**src/rtl/memchk_pkg.sv**
```systemverilog
`timescale 1ns/1ps
package memchk_pkg;
  typedef enum logic [2:0] {
    ST_IDLE = 3'd0,
    ST_WCAP = 3'd1,
    ST_WUPD = 3'd2,
    ST_CLR  = 3'd3,
    ST_SCAN = 3'd4,
    ST_CMP  = 3'd5
  } seq_state_t;
endpackage

```
**src/rtl/memchk_addr_gen.sv**
```systemverilog
`timescale 1ns/1ps
module memchk_addr_gen #(
  parameter int DEPTH  = 16,
  parameter int ADDR_W = 4
) (
  input  logic              clk,
  input  logic              rst_n,
  input  logic              clr,
  input  logic              adv,
  output logic [ADDR_W-1:0] addr,
  output logic              last
);
  localparam logic [ADDR_W-1:0] LAST_A = ADDR_W'(DEPTH - 1);

  logic [ADDR_W-1:0] cnt_q;

  always_ff @(posedge clk) begin
    if (!rst_n)                  cnt_q <= '0;
    else if (clr || (adv && last)) cnt_q <= '0;
    else if (adv)                cnt_q <= cnt_q + 1'b1;
  end

  assign addr = cnt_q;
  assign last = (cnt_q == LAST_A);

  // wrap returns to zero after the final address
  assert_wrap_to_zero_R2: assert property (@(posedge clk) disable iff (!rst_n)
    (adv && last) |=> (cnt_q == '0));
endmodule

```
**src/rtl/memchk_seq.sv**
```systemverilog
`timescale 1ns/1ps
module memchk_seq
  import memchk_pkg::*;
(
  input  logic       clk,
  input  logic       rst_n,
  input  logic       init_req,
  input  logic       run_bist,
  input  logic       wr_valid,
  input  logic       scan_last,
  output seq_state_t state,
  output logic       test_mode
);
  seq_state_t st_q, st_d;
  logic       test_q, test_d;

  always_comb begin
    st_d   = st_q;
    test_d = test_q;
    unique case (st_q)
      ST_IDLE: begin
        if (init_req) begin
          st_d   = ST_CLR;
          test_d = 1'b0;
        end else if (run_bist) begin
          st_d   = ST_CLR;
          test_d = 1'b1;
        end else if (wr_valid) begin
          st_d = ST_WCAP;
        end
      end
      ST_WCAP: st_d = ST_WUPD;
      ST_WUPD: st_d = ST_IDLE;
      ST_CLR:  st_d = ST_SCAN;
      ST_SCAN: if (scan_last) st_d = test_q ? ST_CMP : ST_IDLE;
      ST_CMP:  st_d = ST_IDLE;
      default: st_d = ST_IDLE;
    endcase
  end

  always_ff @(posedge clk) begin
    if (!rst_n) begin
      st_q   <= ST_IDLE;
      test_q <= 1'b0;
    end else begin
      st_q   <= st_d;
      test_q <= test_d;
    end
  end

  assign state     = st_q;
  assign test_mode = test_q;

  // learn request wins over self-test and write in the same idle cycle
  assert_init_wins_R9: assert property (@(posedge clk) disable iff (!rst_n)
    (st_q == ST_IDLE && init_req) |=> (st_q == ST_CLR && !test_q));
  // requests outside idle leave the running sequence alone
  assert_ignore_busy_R11: assert property (@(posedge clk) disable iff (!rst_n)
    (st_q == ST_SCAN && !scan_last) |=> (st_q == ST_SCAN && $stable(test_q)));
endmodule

```
**src/rtl/memchk_ctrl.sv**
```systemverilog
`timescale 1ns/1ps
module memchk_ctrl
  import memchk_pkg::*;
#(
  parameter int DEPTH  = 16,
  parameter int ADDR_W = (DEPTH > 1) ? $clog2(DEPTH) : 1
) (
  input  logic              clk,
  input  logic              rst_n,
  input  logic              init_req,
  input  logic              run_bist,
  input  logic              wr_valid,
  output logic              wr_ready,
  output logic              busy,
  output logic [ADDR_W-1:0] gen_addr,
  output logic              addr_sel,
  output logic              comp_clr,
  output logic              comp_en,
  output logic              ref_en,
  output logic              old_xfer,
  output logic              mem_we,
  output logic              cmp_en
);
  localparam logic [ADDR_W-1:0] LAST_A = ADDR_W'(DEPTH - 1);

  seq_state_t state;
  logic       test_mode;
  logic       scan_last;
  logic       in_scan;

  assign in_scan = (state == ST_SCAN);

  memchk_seq u_seq (
    .clk       (clk),
    .rst_n     (rst_n),
    .init_req  (init_req),
    .run_bist  (run_bist),
    .wr_valid  (wr_valid),
    .scan_last (scan_last),
    .state     (state),
    .test_mode (test_mode)
  );

  memchk_addr_gen #(.DEPTH(DEPTH), .ADDR_W(ADDR_W)) u_agen (
    .clk   (clk),
    .rst_n (rst_n),
    .clr   (state == ST_CLR),
    .adv   (in_scan),
    .addr  (gen_addr),
    .last  (scan_last)
  );

  always_comb begin
    busy     = (state == ST_CLR) || in_scan || (state == ST_CMP);
    addr_sel = (state == ST_CLR) || in_scan;
    comp_clr = (state == ST_CLR);
    comp_en  = in_scan || (state == ST_WUPD);
    ref_en   = (in_scan && scan_last && !test_mode) || (state == ST_WUPD);
    old_xfer = (state == ST_WCAP);
    mem_we   = (state == ST_WUPD);
    cmp_en   = (state == ST_CMP);
    wr_ready = (state == ST_IDLE) && !init_req && !run_bist;
  end

  // clear is followed by the first sweep address
  assert_clr_then_sweep_R2: assert property (@(posedge clk) disable iff (!rst_n)
    comp_clr |=> (comp_en && addr_sel && gen_addr == '0));
  // reference load only ever accompanies an accumulation
  assert_ref_with_comp_R3: assert property (@(posedge clk) disable iff (!rst_n)
    ref_en |-> comp_en);
  // compare follows the final sweep address of a pass with no reference load
  assert_cmp_after_last_R4: assert property (@(posedge clk) disable iff (!rst_n)
    cmp_en |-> ($past(comp_en) && $past(gen_addr) == LAST_A && !$past(ref_en)));
  // handshake only taken while nothing else is running
  assert_ready_idle_R5: assert property (@(posedge clk) disable iff (!rst_n)
    wr_ready |-> (!busy && !old_xfer && !mem_we));
  // capture cycle is followed by the update cycle
  assert_xfer_then_upd_R6: assert property (@(posedge clk) disable iff (!rst_n)
    old_xfer |=> (mem_we && comp_en && ref_en && !addr_sel));
  // update never occurs without the capture cycle before it
  assert_upd_after_xfer_R7: assert property (@(posedge clk) disable iff (!rst_n)
    mem_we |-> $past(old_xfer));
  // stall while scanning
  assert_busy_stall_R8: assert property (@(posedge clk) disable iff (!rst_n)
    busy |-> !wr_ready);
  // single-purpose strobes never overlap
  assert_strobe_excl_R6: assert property (@(posedge clk) disable iff (!rst_n)
    $onehot0({comp_clr, old_xfer, mem_we, cmp_en}));
endmodule

```
**config.mk**
```make
export PLATFORM = sky130hd
export DESIGN_NAME = memchk_ctrl
export DESIGN_NICKNAME = d
export VERILOG_FILES = /design/src/rtl/memchk_pkg.sv /design/src/rtl/memchk_addr_gen.sv /design/src/rtl/memchk_seq.sv /design/src/rtl/memchk_ctrl.sv
export SDC_FILE = /design/constraint.sdc
export NUM_CORES = 1
export LEC_CHECK = 0
export BUFFER_PORTS_ARGS = -buffer_cell sky130_fd_sc_hd__buf_2
export CAP_MARGIN = 10
export CORE_AREA = 2 2 39 41
export DETAILED_ROUTE_END_ITERATION = 10
export DIE_AREA = 0 0 41 43
export PLACE_DENSITY = 0.64
export RECOVER_POWER = 25
export SLEW_MARGIN = 20
export SYNTH_ARGS = -nofsm -noshare
export SYNTH_HDL_FRONTEND = slang
export SYNTH_SLANG_ARGS = --single-unit
```
**constraint.sdc**
```tcl
create_clock -name clk -period 1.5 [get_ports clk]
set_input_delay 0.15 -clock clk [delete_from_list [all_inputs] [get_ports clk]]
set_output_delay 0.15 -clock clk [all_outputs]
set_load 0.1 [all_outputs]
```
Word level (Yosys, flattened, before mapping):

Index checks and enable logic that the tools add are counted.

* flip-flop bits (word level): 8
* word-level logic and storage cells: 38
* bits of input ports: 5

* reductions and logical operators: 17
* equality and inequality tests: 8
* multiplexer cells: 8
* bitwise operators: 1
* $add $sub $neg: 1

Operators by type and width (count)
* $mux W3: 5
* $pmux W3 S4: 1
* $eq A3 B2 Y1 const B: 2
* $eq A3 B3 Y1 const B: 2
* $logic_or A1 B1 Y1: 5
* $add A4 B1 Y4 const B: 1
* $eq A4 B4 Y1 const B: 1
* $logic_and A1 B1 Y1: 4
* $ne A4 B4 Y1 const B: 1
* $reduce_and A2 Y1: 2
* $eq A3 B1 Y1 const B: 1
* $logic_not A1 Y1: 3
* $logic_not A3 Y1: 1
* $mux W1: 2
* $ne A2 B1 Y1 const B: 1
* $reduce_bool A2 Y1: 1
* $reduce_or A2 Y1: 1
* $not A1 Y1: 1

Logic depth before layout (Yosys ltp):

Gate-level depths: netlist of run 1.

* depth in word-level cells: 4
* depth in mapped cells: 5
* mapped depth without buffers: 4

Hierarchy:

Synthesis of run 1 repeated with hierarchy kept, for this count alone.

* cell total of the unflattened synthesis: 52
* area, all modules: 454.2 sq um

Modules (own cells, without submodules)
* memchk_addr_gen: times used 1, sequential area each 80.1 sq um, cells an instance 18, area each 187.7 sq um
* memchk_seq: times used 1, sequential area each 80.1 sq um, cells an instance 17, area each 176.4 sq um
* memchk_ctrl: times used 1, sequential area each 0.0 sq um, cells an instance 17, area each 90.1 sq um

Worst setup path before layout of run 1:

No wires, ideal clock.

* path type: flip-flop to output port
* start point: reg u_agen.cnt_q[0] (netlist: u_agen.addr[0])
* end point: out ref_en
* slack: -2.459 ns
* buffers on the path: 0
* arrival: 3.809 ns
* stages on the path, launching flop included: 4
* required time: 1.350 ns
* path through: dfxtp_1 > ha_1 > nand3_1 > o31ai_1

* longest elaborated chain between the ends: 4

Ends and longest elaborated chain
* start: declaration: line memchk_addr_gen.sv:15 `logic [ADDR_W-1:0] cnt_q;`
* start signal: assignment: line memchk_addr_gen.sv:20 `else if (adv) cnt_q <= cnt_q + 1'b1;`
* $eq A4 B4 Y1: line memchk_addr_gen.sv:24 `assign last = (cnt_q == LAST_A);`
* $logic_and A1 B1 Y1 (2 in a row): line memchk_ctrl.sv:58 `ref_en = (in_scan && scan_last && !test_mode) || (state == ST_WUPD);`
* $logic_or A1 B1 Y1: line memchk_ctrl.sv:58
* end: declaration: line memchk_ctrl.sv:19 `output logic ref_en,`

Every way passes these cells.

Worst setup path after layout of run 1:

* start point: reg u_seq.st_q[0] (netlist: u_seq.state[0])
* end point: out ref_en

* longest elaborated chain between the ends: 4
* elaborated cells on any way between the ends: 5

Ends and longest elaborated chain
* start: declaration: line memchk_seq.sv:14 `seq_state_t st_q, st_d;`
* start signal: assignment: line memchk_seq.sv:46 `st_q <= st_d;`
* $eq A3 B3 Y1: line memchk_ctrl.sv:31 `assign in_scan = (state == ST_SCAN);`
* $logic_and A1 B1 Y1 (2 in a row): line memchk_ctrl.sv:58
* $logic_or A1 B1 Y1 (*): line memchk_ctrl.sv:58

Mark *: on every way between the ends. The rest lies on a longest branch, timed or not.

==> results of run 1 <==
power by group through the flow:
stage          Clock [mW]  Combinational, mW  Sequential (mW)
6_report            0.181              0.406            0.228
5_1_grt             0.202              0.424            0.229
4_1_cts             0.186              0.398            0.227
3_5_place_dp            0              0.386            0.231
3_3_place_gp            0              0.383            0.231
2_1_floorplan           0              0.263            0.237
critical path, delay by kind of cell, from the launching register on:
kind,cells,cell delay (ns)
buffers and inverters,1,0.21
flip-flops,1,0.31
AND/OR/NAND/NOR,1,0.42
AO/OA/AOI/OAI,1,0.22
final timing paths:
check | end | startpoint | cells past startpoint
setup / recovery | ref_en | u_seq.state[0] | 3
hold / removal | u_seq.test_mode | init_req | 2
setup reg to reg | u_agen.addr[3] | u_seq.state[0] | 4
hold reg to reg | u_agen.addr[1] | u_agen.addr[1] | 2
cells in the mapped netlist:
library cell / n / area share
a21oi_1: 7 / 0.079
ha_1: 1 / 0.028
nand3b_1: 3 / 0.051
dfxtp_1: 8 / 0.36
buf_4: 1 / 0.017
nor4_1: 2 / 0.028
o21ai_1: 1 / 0.011
or3b_1: 1 / 0.020
nor3_1: 3 / 0.034
o22a_1: 1 / 0.020
or4_1: 1 / 0.017
a211oi_1: 1 / 0.017
nand2_1: 7 / 0.060
nor3b_1: 4 / 0.068
o31ai_1: 2 / 0.034
nand3_1: 3 / 0.034
buf_2: 2 / 0.023
o21ai_0: 1 / 0.011
a21o_1: 1 / 0.017
inv_1: 5 / 0.042
buf_6: 1 / 0.025
routing by layer:
metal,vias to the layer above,routed length (µm),global-route usage
met5,-,0,0
met2,13,624,0.231
li1,255,-,-
met3,2,35,0.0471
met1,242,538,0.231
met4,0,13,0.120
cell families after synthesis:
kind of cell             Yosys count  share of synthesized area
buffers and inverters              9                      0.108
adder cells (fa/ha/maj)            1                     0.0283
flip-flops                         8                      0.363
AND/OR/NAND/NOR                   24                      0.312
AO/OA/AOI/OAI                     14                      0.190
timing repair:
action,4_1_cts,5_1_grt
endpoints found under the setup margin,7,8
pin swaps,2,6
hold buffers,0,0
gates resized for setup,3,3
gates cloned,0,0
buffers inserted,3,3
layout make-up:
cell class	count	area share
clock buffer	4	0.0299
inverter	5	0.0242
multi-input combinational	39	0.374
sequential	8	0.201
tap	16	0.0228
timing repair buffer	28	0.349
placed cells by master, fill, tap and decap left out, drive strengths merged, types with 2 or more instances in the layout:
cell type  instances
o31ai              2
nor3b              4
a21oi              7
dfxtp              8
inv                5
clkbuf             6
nand3b             3
nor3               3
buf               26
nand2              7
o21ai              2
nor4               2
nand3              3
flip-flops by register name (all words and copies together) (netlist names):
name             flops
u_seq.state          3
u_seq.test_mode      1
u_agen.addr          4
==> results by group, run 1 <==
Run status
  • Status: complete, but fails checks
  • Failing checks: negative setup slack

STA
  • Slew headroom: 0.643
  • Setup TNS: -0.170 ns
  • Worst Skew: 0.00127 ns
  • Fmax: 0.638 GHz
  • RSZ-0062 raised after global routing: yes
  • Worst hold slack: 0.152 ns
  • Max-slew violations: 0
  • Final hold violation count: 0
  • Final setup viols: 4
  • Slack of the critical path: -0.0686 ns
  • Final min period: 1.57 ns
  • Slew @ Worst Pin: 0.537 ns
  • Tcrit/Tclk final: 1.05

Worst setup path
  • Kind of critical path: register to output pin
  • Worst path required time: 1.35 ns
  • Worst Path Arrival: 1.42 ns
  • Slowest CP cell: or3b_4
  • Worst Setup Start Kind: register
  • R2R Setup Slk: 0.02 ns
  • Crit-path cells: or3b_4 > o31ai_4 > buf_12
  • Critical path endpoint category: output pin
  • Crit path max fanout: 3
  • Critical Path Max Stage Delay: 0.42 ns

Route
  • DRT Pass-1 Iters: 2
  • Final wirelength: 1210 µm
  • Detailed-route via count: 512
  • Initial detailed-routing violation count: 1
  • Post-route DRC violation count: 0
  • Final ANT Viol Nets: 0
  • Vias per cell: 5.12
  • Routed len/inst: 12.1 µm

Synth
  • Synth warn: 0
  • Sequential share of the synthesized area: 0.363
  • Post-Syn Nets: 62
  • Avg Cell Area, Syn: 7.89 µm²
  • Syn Inst Count: 56
  • #FFs+latches synth: 8
  • Netlist Area Pre-Place: 442 µm²
  • Distinct cells, synth: 21

Power and ir drop
  • Cell Int Power: 473 µW
  • Leak: 0.358 nW
  • Cell Pwr Density: 926 nW/µm²
  • Flop pwr share: 0.280
  • Maximum VDD drop: 0.000518 V
  • Switching power: 342 µW
  • Switching Fraction: 0.419
  • Clock Power Share: 0.222
  • Combinational Power Share: 0.498
  • Tot Pwr: 815 µW

Cells and area
  • N_diodes: 0
  • Final instance area: 880 µm²
  • Share of layout cells above drive strength 1: 0.595
  • Sequential cell area: 176 µm²
  • Fillers: 113
  • Layout Cells excl Fill: 100
  • Layout overhead on the synthesized area: 99.2%
  • Multi-input gate area: 329 µm²
  • Final #Nets: 91
  • Final core utilization: 0.636

Job
  • Max-cap viol count: 0

Die
  • Die Wd: 41 µm
  • I/O pin cnt: 18
  • # rows: 14
  • Core footprint: 1380 µm²
  • Die area: 1760 µm²
  • Initial Utilization: 0.319
  • Die H: 43 µm

Global routing
  • Initial antenna violation count: 0
  • Largest net degree at the start of global routing: 10
  • Vias in the first global route: 463
  • First-pass GRT wire length: 1990 µm
  • GRT Util Overall: 0.173
  • Total grt overflow: 0

CTS
  • CTS tree: done
  • Clock latency on the worst-skew pair: 0.26 ns
  • CTS Buf Count: 3
  • Clk sinks: 8
  • Root Driver: clkbuf_4
  • CTS max path bufs: 2
  • # H-tree levels: 1
  • CTS clk-pin slew, worst paths: 0.06 ns

Placement
  • Dpl hpwl: 881 µm
  • Placer Congestion: 0.804
  • Inst Count DP: 90
  • Pre-CTS setup slack: 0.0689 ns
  • Input/output buffers: 17
  • DP Area: 792 µm²

Min path
  • Hold crit path type: input port to register
Power figures use the tool's default switching activity.
==> inputs of run 2 (changes only) <==
- TNS_END_PERCENT: unset -> 10
==> results by group, run 2 (synthesized netlist as in run 1, its figures left out) <==
Cells and area
  • Final core utilization: 0.590 (-0.0461)
  • N_diodes: 0 (unchanged)
  • Final instance area: 816 µm² (-7.3%)
  • Max FFs per register: 4 (unchanged)
  • Final #Nets: 87 (-4.4%)
  • Layout overhead on the synthesized area: 84.7%
  • Most frequent cells in the layout: buf_12, buf_2, nand2_1, a21oi_1, buf_4
  • Commonest non-fill, non-tap cell in the layout: buf_12
  • Fillers: 120 (+6.2%)
  • Share of layout cells above drive strength 1: 0.513 (-0.0827)

Global routing
  • Total grt overflow: 0 (unchanged)
  • Initial antenna violation count: 0 (unchanged)
  • GRT Util Overall: 0.167 (-0.00622)
  • First-pass GRT wire length: 2000 µm (+0.70%)
  • Vias in the first global route: 451 (-2.6%)
  • Largest net degree at the start of global routing: 10 (unchanged)

Placement
  • DP Area: 777 µm² (-1.9%)
  • Dpl hpwl: 943 µm (+7.1%)
  • Placer Congestion: 0.703 (-13%)
  • Input/output buffers: 17 (unchanged)

Die
  • Core footprint: 1380 µm² (unchanged)
  • Die H: 43 µm (unchanged)
  • Die area: 1760 µm² (unchanged)
  • Initial Utilization: 0.319 (unchanged)
  • I/O pin cnt: 18 (unchanged)
  • # rows: 14 (unchanged)
  • Die Wd: 41 µm (unchanged)

Worst setup path
  • Kind of critical path: register to output pin
  • Worst Path Arrival: 1.44 ns (+0.02 ns)
  • Worst Setup Start Kind: register
  • Reg-to-Reg Start: u_seq.state[2]
  • Crit path to: ref_en
  • Critical path endpoint category: output pin
  • Stages on the worst setup path: 3 (unchanged)
  • Worst r2r path cells: 3 (-1)
  • Crit-path cells: or3b_4 > o31ai_4 > buf_12
  • R2R Setup Slk: 0.06 ns (+0.04 ns)
  • Critical Path Max Stage Delay: 0.42 ns (about the same)
  • CP startpoint: u_seq.state[2]
  • Terminus of the critical flop-to-flop path: u_agen.addr[3]
  • Crit path max fanout: 5 (+2)
  • Worst path required time: 1.35 ns (about the same)
  • Slowest CP cell: or3b_4
  • CP bufs+invs: 1 (unchanged)
  • CP top delay family: simple AND/OR/NAND/NOR gates

STA
  • Slew @ Worst Pin: 0.484 ns (-0.0532 ns)
  • Final min period: 1.59 ns (+0.0180 ns)
  • Max-slew violations: 0 (unchanged)
  • Final setup viols: 4 (unchanged)
  • Tcrit/Tclk final: 1.06 (+0.0120)
  • Slew headroom: 0.679 (+0.0362)
  • Fmax: 0.630 GHz (-1.1%)
  • Slack of the critical path: -0.0866 ns (-0.0180 ns)
  • Final hold violation count: 0 (unchanged)
  • Worst Skew: 0.0138 ns (+0.0125 ns)
  • RSZ-0062 raised after global routing: yes

Route
  • Post-route DRC violation count: 0 (unchanged)
  • DRT Pass-1 Iters: 4 (+2)
  • Vias per cell: 5.22 (+1.9%)
  • Routed len/inst: 12.7 µm (+4.6%)
  • Detailed-route via count: 501 (-2.1%)
  • Final ANT Viol Nets: 0 (unchanged)
  • Final wirelength: 1220 µm (+0.41%)
  • Initial detailed-routing violation count: 11 (+10)

CTS
  • Root Driver: clkbuf_4
  • # H-tree levels: 1 (unchanged)
  • Hold buffer count at cts: 0 (unchanged)
  • Postcts setup bufs: 0 (-3)
  • CTS max path bufs: 2 (unchanged)
  • CTS tree: done
  • Clock latency on the worst-skew pair: 0.26 ns (about the same)
  • CTS Buf Count: 3 (unchanged)
  • Clk sinks: 8 (unchanged)
  • CTS clk-pin slew, worst paths: 0.05 ns (about the same)

Power and ir drop
  • Leak: 0.333 nW (-6.8%)
  • Maximum VDD drop: 0.000589 V (+14%)
  • Cell Pwr Density: 966 nW/µm² (+4.3%)
  • Tot Pwr: 788 µW (-3.2%)

Min path
  • Hold Path Origin: init_req
  • Hold crit path type: input port to register

Run status
  • Failing checks: negative setup slack
  • Status: complete, but fails checks

Job
  • Max-cap viol count: 0 (unchanged)
## run 2: area by class of cell
class                   instances  area [µm²]  area share
clock buffers                   4        26.3      0.0322
inverters                       5        18.8      0.0230
multi-input cells              39         304       0.373
flip-flops and latches          8         178       0.218
well taps                      16        20.0      0.0245
repair buffers                 24         269       0.330
## run 2: repair_timing
item,in CTS,in global routing
pin swaps,1,0
resized for setup,4,1
cloned,0,0
setup endpoints to repair,4,7
## run 2: layer usage
| metal | vias up | global-route usage | part of all wire |
|---|---|---|---|
| met5 | - | 0 | 0 |
| met4 | 0 | 0.0400 | 0.0033 |
| met3 | 2 | 0.0838 | 0.073 |
| met2 | 20 | 0.263 | 0.51 |
| met1 | 229 | 0.195 | 0.41 |
| li1 | 250 | - | - |
## run 2: through the flow
| step | setup TNS [ns] | hold slack, ns | setup WS (ns) | cells |
|---|---|---|---|---|
| finish | -0.125 | 0.168 | -0.0866 | 96 |
| global route | -0.472 | 0.170 | -0.131 | 96 |
| CTS | -0.137 | 0.167 | -0.0895 | 96 |
| detailed placement | 0 | 0.427 | 0.00280 | 92 |
| global placement | 0 | 0.415 | 0.0711 | 92 |
| floorplan | -1.92 | 0.246 | -0.429 | 56 |
## run 2: worst reg2reg max path: stages (launching register included)
cell and delay [ns]:
dfxtp_2 0.33, or3b_4 0.42, or4_1 0.48, a21oi_1 0.16
## run 2: worst min-delay path by stage
stage,end,slack (ns),depth (start not counted)
after CTS,u_seq.test_mode,0.17,2
after global placement,u_seq.test_mode,0.41,2
after floorplan,u_seq.test_mode,0.25,1
final,u_seq.test_mode,0.17,2
after global routing,u_seq.test_mode,0.17,2
after detailed placement,u_seq.test_mode,0.43,2
## run 2: where the power goes
part	leakage, nW	total, mW	switching, mW	internal (mW)
Clock	0.0150	0.176	0.0746	0.102
Combinational	0.249	0.383	0.246	0.137
Sequential	0.0692	0.229	0.0111	0.218
Total	0.333	0.788	0.331	0.457
==> inputs of run 3 (changes only) <==
--- a/config.mk
+++ b/config.mk
@@ -13,4 +13,5 @@
 export PLACE_DENSITY = 0.64
 export RECOVER_POWER = 25
+export REMOVE_ABC_BUFFERS = 1
 export SLEW_MARGIN = 20
 export SYNTH_ARGS = -nofsm -noshare
==> constraint.sdc (replaced) <==
create_clock -name clk -period 1.5 [get_ports clk]
set_input_delay 0.15 -clock clk [delete_from_list [all_inputs] [get_ports clk]]
set_output_delay 0.15 -clock clk [all_outputs]
set_load 0.02 [all_outputs]
==> results by group, run 3 (synthesized netlist as in run 1, its figures left out) <==
Power and ir drop
  • Combinational Power Share: 0.282 (-0.203)
  • Tot Pwr: 558 µW (-29%)
  • Flop pwr share: 0.416 (+0.125)
  • Cell Int Power: 383 µW (-16%)
  • Leak: 0.281 nW (-16%)
  • Switching Fraction: 0.313 (-0.107)
  • Maximum VDD drop: 0.000369 V (-37%)
  • Cell Pwr Density: 849 nW/µm² (-12%)
  • Clock Power Share: 0.302 (+0.078)
  • Switching power: 175 µW (-47%)

Cells and area
  • Final #Nets: 86 (-1.1%)
  • Layout Cells excl Fill: 94 (-2.1%)
  • Max FFs per register: 4 (unchanged)
  • Layout overhead on the synthesized area: 49.0%
  • Final instance area: 658 µm² (-19%)
  • Commonest non-fill, non-tap cell in the layout: buf_2
  • Share of layout cells above drive strength 1: 0.385 (-0.128)
  • N_diodes: 0 (unchanged)
  • Fillers: 144 (+20%)
  • Final core utilization: 0.476 (-0.114)
  • Most frequent cells in the layout: buf_2, nand2_1, a21oi_1, buf_4, dfxtp_1

Die
  • Die Wd: 41 µm (unchanged)
  • Die area: 1760 µm² (unchanged)
  • Initial Utilization: 0.319 (unchanged)
  • I/O pin cnt: 18 (unchanged)
  • Core footprint: 1380 µm² (unchanged)
  • Die H: 43 µm (unchanged)
  • # rows: 14 (unchanged)

Global routing
  • Initial antenna violation count: 0 (unchanged)
  • Vias in the first global route: 437 (-3.1%)
  • GRT Util Overall: 0.146 (-0.0211)
  • Total grt overflow: 0 (unchanged)
  • First-pass GRT wire length: 1690 µm (-16%)
  • Largest net degree at the start of global routing: 10 (unchanged)

Worst setup path
  • Crit path max fanout: 6 (+1)
  • Critical path endpoint category: output pin
  • Worst r2r path cells: 3 (unchanged)
  • Reg-to-Reg Start: u_seq.state[1]
  • CP bufs+invs: 1 (unchanged)
  • Kind of critical path: register to output pin
  • Critical Path Max Stage Delay: 0.44 ns (+0.02 ns)
  • Worst Setup Start Kind: register
  • R2R Setup Slk: 0.04 ns (-0.02 ns)
  • Slowest CP cell: or3b_4
  • Worst path required time: 1.35 ns (about the same)
  • Worst Path Arrival: 1.34 ns (-0.10 ns)
  • Crit-path cells: or3b_4 > o31ai_4 > buf_6
  • CP top delay family: simple AND/OR/NAND/NOR gates
  • Terminus of the critical flop-to-flop path: u_agen.addr[3]

STA
  • RSZ-0062 raised after global routing: yes
  • Final min period: 1.49 ns (-0.0966 ns)
  • Slew @ Worst Pin: 0.254 ns (-0.230 ns)
  • Fmax: 0.671 GHz (+6.5%)
  • Tcrit/Tclk final: 0.993 (-0.0644)
  • Max-slew violations: 0 (unchanged)
  • Final setup viols: 0 (-4)
  • Final hold violation count: 0 (unchanged)
  • Slew headroom: 0.831 (+0.152)
  • Worst Skew: 0.00615 ns (-0.00766 ns)
  • Worst hold slack: 0.122 ns (-0.0460 ns)

Placement
  • Placer Congestion: 0.769 (+9.4%)
  • DP Area: 563 µm² (-28%)
  • Input/output buffers: 17 (unchanged)
  • Dpl hpwl: 807 µm (-14%)
  • Inst Count DP: 91 (-1.1%)

Route
  • Post-route DRC violation count: 0 (unchanged)
  • DRT Pass-1 Iters: 4 (unchanged)
  • Detailed-route via count: 496 (-1.0%)
  • Initial detailed-routing violation count: 10 (-1)
  • Final ANT Viol Nets: 0 (unchanged)
  • Vias per cell: 5.28 (+1.1%)
  • Final wirelength: 1130 µm (-6.8%)
  • Routed len/inst: 12.1 µm (-4.8%)

CTS
  • Postcts setup bufs: 0 (unchanged)
  • Hold buffer count at cts: 0 (unchanged)
  • # H-tree levels: 1 (unchanged)
  • Root Driver: clkbuf_4
  • CTS Buf Count: 3 (unchanged)
  • CTS max path bufs: 2 (unchanged)
  • Clock latency on the worst-skew pair: 0.26 ns (about the same)
  • CTS tree: done
  • CTS clk-pin slew, worst paths: 0.06 ns (about the same)
  • Clk sinks: 8 (unchanged)

Min path
  • Hold crit path type: input port to register
  • Hold EP: u_seq.test_mode
  • Hold Path Origin: init_req
  • Depth of the worst hold-timing path: 2 (unchanged)

Run status
  • Status: finished clean

Job
  • Max-cap viol count: 0 (unchanged)
==> run 3: changes by cell type in the layout (fill, tap and decap cells not counted), sizes merged <==
cell and change:
clkbuf +1, buf -3
==> run 3: stage by stage <==
stage / setup TNS [ns] / worst slack (ns)
floorplan: -0.114 / -0.114
global placement: 0 / 0.0238
detailed placement: 0 / 0.0373
CTS: -0.0197 / -0.0197
global route: -0.0603 / -0.0326
finish: 0 / 0.0100
==> run 3: power groups by stage <==
stage	Sequential, mW	Clock (mW)	Combinational [mW]
6_report	0.232	0.168	0.158
3_3_place_gp	0.235	0	0.133
2_1_floorplan	0.244	0	0.0713
4_1_cts	0.232	0.172	0.140
5_1_grt	0.233	0.177	0.173
3_5_place_dp	0.236	0	0.132
==> run 3: cell type report <==
type / count / area (µm²) / area share
Tap cell: 16 / 20.0 / 0.0304
Clock buffer: 3 / 22.5 / 0.0342
Timing Repair Buffer: 23 / 141 / 0.215
Inverter: 5 / 18.8 / 0.0285
Multi-Input combinational cell: 39 / 292 / 0.443
Sequential cell: 8 / 164 / 0.249
==> run 3: metal layers <==
layer / global-route usage / up-vias / wire (µm)
met5: 0 / - / 0
met4: 0.120 / 0 / 30
met3: 0.0314 / 4 / 68
met2: 0.228 / 19 / 576
met1: 0.156 / 227 / 458
li1: - / 246 / -
==> run 3: how the worst max path moves through the flow <==
stage,startpoint,end,slack (ns),cells after the start
floorplan,u_agen.addr[0],ref_en,-0.11,3
global placement,u_agen.addr[0],ref_en,0.02,4
detailed placement,u_seq.state[0],u_agen.addr[3],0.04,3
CTS,u_seq.state[1],ref_en,-0.02,3
global route,u_seq.state[1],ref_en,-0.03,3
finish,u_seq.state[1],ref_en,0.01,3
==> run 3: worst register-to-register path: stages, from the launching register on <==
cell and delay (ns):
dfxtp_1 0.31, or3b_4 0.44, or4_1 0.49, a21oi_1 0.15
==> run 3: what timing repair did <==
item	4_1_cts	5_1_grt
pin swaps	2	1
setup endpoints to repair	3	4
gates resized for setup	10	8
